## config.mk

```make
export PLATFORM = sky130hd
export DESIGN_NAME = cas_mem
export DESIGN_NICKNAME = d
export VERILOG_FILES = /design/src/rtl/cas_mem.sv
export SDC_FILE = /design/constraint.sdc
export NUM_CORES = 2
export LEC_CHECK = 0
export BUFFER_PORTS_ARGS = -buffer_cell sky130_fd_sc_hd__buf_2
export CAP_MARGIN = 20
export CELL_PAD_IN_SITES_DETAIL_PLACEMENT = 1
export CELL_PAD_IN_SITES_GLOBAL_PLACEMENT = 1
export CORE_MARGIN = 5
export CORE_UTILIZATION = 45
export DETAILED_ROUTE_END_ITERATION = 6
export PLACE_DENSITY_LB_ADDON = 0.1
export SLEW_MARGIN = 20
export SYNTH_ARGS = -nofsm -noshare
export SYNTH_HDL_FRONTEND = slang
export SYNTH_SLANG_ARGS = --single-unit
```

## constraint.sdc

```tcl
create_clock -name clk -period 6.8 [get_ports clk]
set_clock_uncertainty 0.05 [all_clocks]
set_input_delay 0.34 -clock clk [delete_from_list [all_inputs] [get_ports clk]]
set_output_delay 0.34 -clock clk [all_outputs]
set_load 0.02 [all_outputs]
```

## src/rtl/cas_mem.sv

```systemverilog
module cas_mem #(
  parameter int NREQ   = 3,
  parameter int AW     = 4,
  parameter int DW     = 64,
  parameter bit TAGGED = 1'b1
) (
  input  logic                clk,
  input  logic                rst_n,
  input  logic [NREQ-1:0]     req_valid,
  output logic [NREQ-1:0]     req_ready,
  input  logic [2*NREQ-1:0]   req_op,
  input  logic [AW*NREQ-1:0]  req_addr,
  input  logic [DW*NREQ-1:0]  req_wdata,
  input  logic [DW*NREQ-1:0]  req_cmp,
  output logic [NREQ-1:0]     resp_valid,
  output logic [DW-1:0]       resp_rdata,
  output logic                resp_success
);
  localparam int DEPTH = 1 << AW;
  localparam int PW    = DW / 2;
  localparam int IW    = (NREQ > 1) ? $clog2(NREQ) : 1;
  localparam logic [1:0] OP_ST  = 2'b01;
  localparam logic [1:0] OP_CAS = 2'b10;

  logic [DW-1:0] mem [DEPTH];
  logic          busy;
  logic [IW-1:0] c_idx;
  logic [AW-1:0] c_addr;
  logic [DW-1:0] c_cmp, c_wval, rd_q;

  logic [NREQ-1:0] gnt;
  logic [IW-1:0]   gidx;

  always_comb begin
    gnt  = '0;
    gidx = '0;
    for (int i = NREQ - 1; i >= 0; i--) begin
      if (req_valid[i]) begin
        gnt     = '0;
        gnt[i]  = 1'b1;
        gidx    = IW'(i);
      end
    end
  end

  assign req_ready = busy ? '0 : gnt;

  wire          hs    = |req_ready;
  wire [1:0]    s_op  = req_op[gidx*2 +: 2];
  wire [AW-1:0] s_addr = req_addr[gidx*AW +: AW];
  wire [DW-1:0] s_cmp = req_cmp[gidx*DW +: DW];
  wire [DW-1:0] cur   = mem[s_addr];
  wire          match = (rd_q == c_cmp);
  logic [DW-1:0] st_val, new_val;

  generate
    if (TAGGED) begin : g_tag
      assign st_val  = {cur[DW-1:PW] + PW'(1), req_wdata[gidx*DW +: PW]};
      assign new_val = st_val;
    end else begin : g_plain
      assign st_val  = req_wdata[gidx*DW +: DW];
      assign new_val = st_val;
    end
  endgenerate

  always_ff @(posedge clk) begin
    if (!rst_n) begin
      for (int k = 0; k < DEPTH; k++) mem[k] <= '0;
      busy         <= 1'b0;
      c_idx        <= '0;
      c_addr       <= '0;
      c_cmp        <= '0;
      c_wval       <= '0;
      rd_q         <= '0;
      resp_valid   <= '0;
      resp_rdata   <= '0;
      resp_success <= 1'b0;
    end else begin
      resp_valid <= '0;
      if (busy) begin
        busy              <= 1'b0;
        resp_valid[c_idx] <= 1'b1;
        resp_rdata        <= rd_q;
        resp_success      <= match;
        if (match) mem[c_addr] <= c_wval;
      end else if (hs) begin
        if (s_op == OP_CAS) begin
          busy   <= 1'b1;
          c_idx  <= gidx;
          c_addr <= s_addr;
          c_cmp  <= s_cmp;
          c_wval <= new_val;
          rd_q   <= cur;
        end else begin
          resp_valid[gidx] <= 1'b1;
          resp_rdata       <= cur;
          resp_success     <= 1'b1;
          if (s_op == OP_ST) mem[s_addr] <= st_val;
        end
      end
    end
  end

  a_r6_one_grant: assert property (@(posedge clk) disable iff (!rst_n)
    $onehot0(req_ready));

  a_r6_lowest_wins: assert property (@(posedge clk) disable iff (!rst_n)
    ((req_ready - 1'b1) & req_valid & {NREQ{|req_ready}}) == '0);

  a_r5_locked: assert property (@(posedge clk) disable iff (!rst_n)
    (hs && s_op == OP_CAS) |=> (req_ready == '0));

  a_r1_one_resp: assert property (@(posedge clk) disable iff (!rst_n)
    $onehot0(resp_valid));

  a_r4_miss_keeps: assert property (@(posedge clk) disable iff (!rst_n)
    (busy && !match) |=> (mem[$past(c_addr)] == $past(rd_q)));

  a_r3_hit_resp: assert property (@(posedge clk) disable iff (!rst_n)
    (busy && match) |=> (resp_success && resp_rdata == $past(rd_q)));

  generate
    if (TAGGED) begin : g_tag_chk
      a_r7_version_bump: assert property (@(posedge clk) disable iff (!rst_n)
        (busy && match) |=> (mem[$past(c_addr)][DW-1:PW] == $past(rd_q[DW-1:PW]) + PW'(1)));
    end
  endgenerate
endmodule

```

==> metrics.csv <==
metric;value;unit
num rows;134;
Core Box Area;0.133;mm2
Pwr Density;284;mW/mm2
LEAKAGE;25.5;nW
Final Instance Area;0.0704;mm2
routability cong.;0.838;
Gate Count Post-Synth;5887;
FMAX;194;MHz
area grow syn2layout;17.1;%
Die Span X;376;um
# setup viols final;0;
switching part of the total;28.3;%
YS warnings;0;
GRT Total Usage;31.6;%
Max clock buf depth;3;
CP Class;in2reg;
IO Pins;478;
Hold Fails Final Rpt;0;
drt wl/cell;28.3;um
switching power total;5.65;mW
crit-path cells;buf_2, or4b_1, o221a_4, nor2_2, o211ai_1, and4_1, clkinv_1, ha_1, a21bo_2, or4_4, nor4_2, a211o_1, a21oi_1;
footprint of the multi-input gates;0.0219;mm2
Seq. cell area;0.0361;mm2
CTS buffer count;144;
Mapped Nets;6295;
VDD IR max;208;uV
Routed WL;230000;um
unrepaired setup endpoints after global routing;no;
vias;49600;
first-pass GRT wire length;334000;um
Most used DFF post-synth;edfxtp_1;
post-route ant nets;0;
top cell type's share of synthesized area;51.1;%
Worst Max-Slew Pin Slew;1220;ps
drt drc;0;
outcome;finished, final reports clean;
post-synthesis async set-or-reset flop share;0;%
H-tree levels;4;
Int Power;14.3;mW
Yosys reg bits;1291;
critical path's slowest cell;nor2_2;
Die H;376;um
Pre-Repair DR Iteration Count;5;
Port Buf Inserts;381;
EDFF count, synth;1024;
Initial Util;45.2;%
combinational share of power;16.0;%
fillcell total;14400;
total negative slack;0;ps
die area;0.141;mm2
Initial DRC Count;4727;
clk slew on worst S/H paths;60;ps
post-synthesis sequential area ratio;60.0;%
vias in the first global route;50000;
clock network fraction of total power;38.6;%
commonest non-fill, non-tap cells in the layout;nor2_1 (1034), edfxtp_1 (1024), nand2_1 (973), buf_2 (381), nand3_1 (348);
TritonCTS clock tree;done;
pin count of the biggest net entering global routing;171;
crit path max fanout;27;
CTS root buf;clkbuf_16;
CP bufs+invs;2;
# nets final;6627;
Post-Synthesis Cell Area;0.0601;mm2
fin. max-slew vios;0;
syn avg cell area;10.2;um2
total global routing overflow;0;
clock sink count;1291;
Worst slew margin;18.2;%
Crit path arrival time;5580;ps
clk_lat worst skew;780;ps
CP endpoint kind;register;
Area after DPL;0.0641;mm2
period utilisation layout;75.8;%
top cells by area, synth;edfxtp_1 (51%), dfxtp_1 (8.9%), nor2_1 (6.5%);
sequential share of power;45.4;%
delay-heaviest family, CP;simple AND/OR/NAND/NOR gates;
Critical Path Source Type;primary input;
initial antenna violation count;6;
leading area contributor after synthesis;edfxtp_1;
commonest non-fill, non-tap cell in the layout;nor2_1;
Req. time, crit path;7230;ps
HPWL Detailed;131000;um
post-synth cell types;89;
Vias/cell;6.11;
max capacitance violation total;0;
share of cells above drive strength 1;15.5;%
minimum clock period;5150;ps
slowest stage delay, CP;920;ps
worst hold path type;in2reg;
-- kinds of logic (layout without fill, tap and decap cells) --
kind of cell	count (synthesis)	count (layout)	share of synthesized area (%)
simple gates	2661	2661	18.6
flops	1291	1291	60.0
compound gates	942	942	11.1
buf+inv	635	1087	4.32
mux	297	297	5.08
xor+xnor	60	60	0.874
fa+ha+maj	1	1	0.0208
other cells	0	4	0
-- final cells by class --
| type | instances | area share, % |
|---|---|---|
| Antenna cell | 4 | 0.0142 |
| Tap cell | 1768 | 3.14 |
| Sequential cell | 1291 | 51.3 |
| Clock buffer | 220 | 6.07 |
| Inverter | 86 | 0.469 |
| Multi-Input combinational cell | 3961 | 31.1 |
| Timing Repair Buffer | 735 | 7.46 |
| Clock inverter | 46 | 0.487 |
-- worst min-delay path, cell delays in order --
cell     delay, ps
buf_2          100
mux2i_1        120
a21oi_1        120
nand2_1         70
a21oi_1         60
-- flip-flops by register name (all words and copies together), names as in the netlist --
register,count
mem,1024
c_cmp,64
c_wval,64
rd_q,64
resp_rdata,64
c_addr,4
resp_valid,3
c_idx,2
busy,1
resp_success,1
-- power groups by stage --
stage	clock network, mW	logic [mW]	registers, mW
detailed placement	0	3.04	9.23
global placement	0	2.99	9.20
global route	8.13	3.37	9.10
floorplan	0	1.70	9.24
CTS	7.79	3.15	9.06
finish	7.72	3.19	9.06
-- cell usage after synthesis (17+ instances only) --
| master | number |
|---|---|
| edfxtp_1 | 1024 |
| mux2i_1 | 232 |
| o2111ai_1 | 63 |
| mux2_2 | 64 |
| nand2_1 | 1006 |
| buf_2 | 49 |
| nor2_1 | 1041 |
| o21ai_0 | 27 |
| and3_1 | 43 |
| inv_1 | 84 |
| xnor2_1 | 37 |
| a311oi_1 | 93 |
| o22ai_1 | 17 |
| a31oi_1 | 20 |
| a31o_2 | 37 |
| dfxtp_1 | 267 |
| a21oi_1 | 263 |
| o21a_1 | 65 |
| nor3_1 | 76 |
| clkbuf_1 | 411 |
| buf_1 | 63 |
| o211ai_1 | 192 |
| nand4_1 | 36 |
| xor2_1 | 23 |
| a211oi_1 | 23 |
| nor4_1 | 21 |
| a22oi_1 | 57 |
| nand3_1 | 348 |
-- path summary, 6_finish.rpt --
| kind | startpoint | endpoint | slack, ps | cells past startpoint |
|---|---|---|---|---|
| setup / recovery | req_valid[0] | mem[5][60] | 1650 | 13 |
| hold / removal | req_wdata[75] | c_wval[11] | 50 | 5 |
| setup reg to reg | c_cmp[20] | mem[8][23] | 1800 | 11 |
| hold reg to reg | c_wval[31] | c_wval[31] | 410 | 2 |
-- metal layers --
metal | global-route usage (%) | wire length (um) | vias to the layer above
li1 | - | - | 21700
met1 | 43.0 | 96100 | 25400
met2 | 52.0 | 108000 | 2099
met3 | 4.85 | 17900 | 357
met4 | 10.8 | 7800 | 2
met5 | 0 | 18 | -
-- timing repair --
action                                 CTS  global route
endpoints found under the hold margin   97             0
buffers inserted                         0             0
gates resized for setup                  0             0
hold buffers                           169             0
-- through the flow --
step | cells | worst slack (ps) | power, mW | hold WS, ps | util, %
global route | 8109 | 1390 | 20.6 | 60.7 | 52.9
CTS | 8107 | 1770 | 20.0 | 1.29 | 52.9
global placement | 7669 | 1060 | 12.2 | 391 | 48.1
floorplan | 5887 | 1230 | 10.9 | 382 | -
finish | 8111 | 1650 | 20.0 | 51.6 | 52.9
detailed placement | 7672 | 954 | 12.3 | 398 | 48.1
Power figures use the tool's default switching activity.
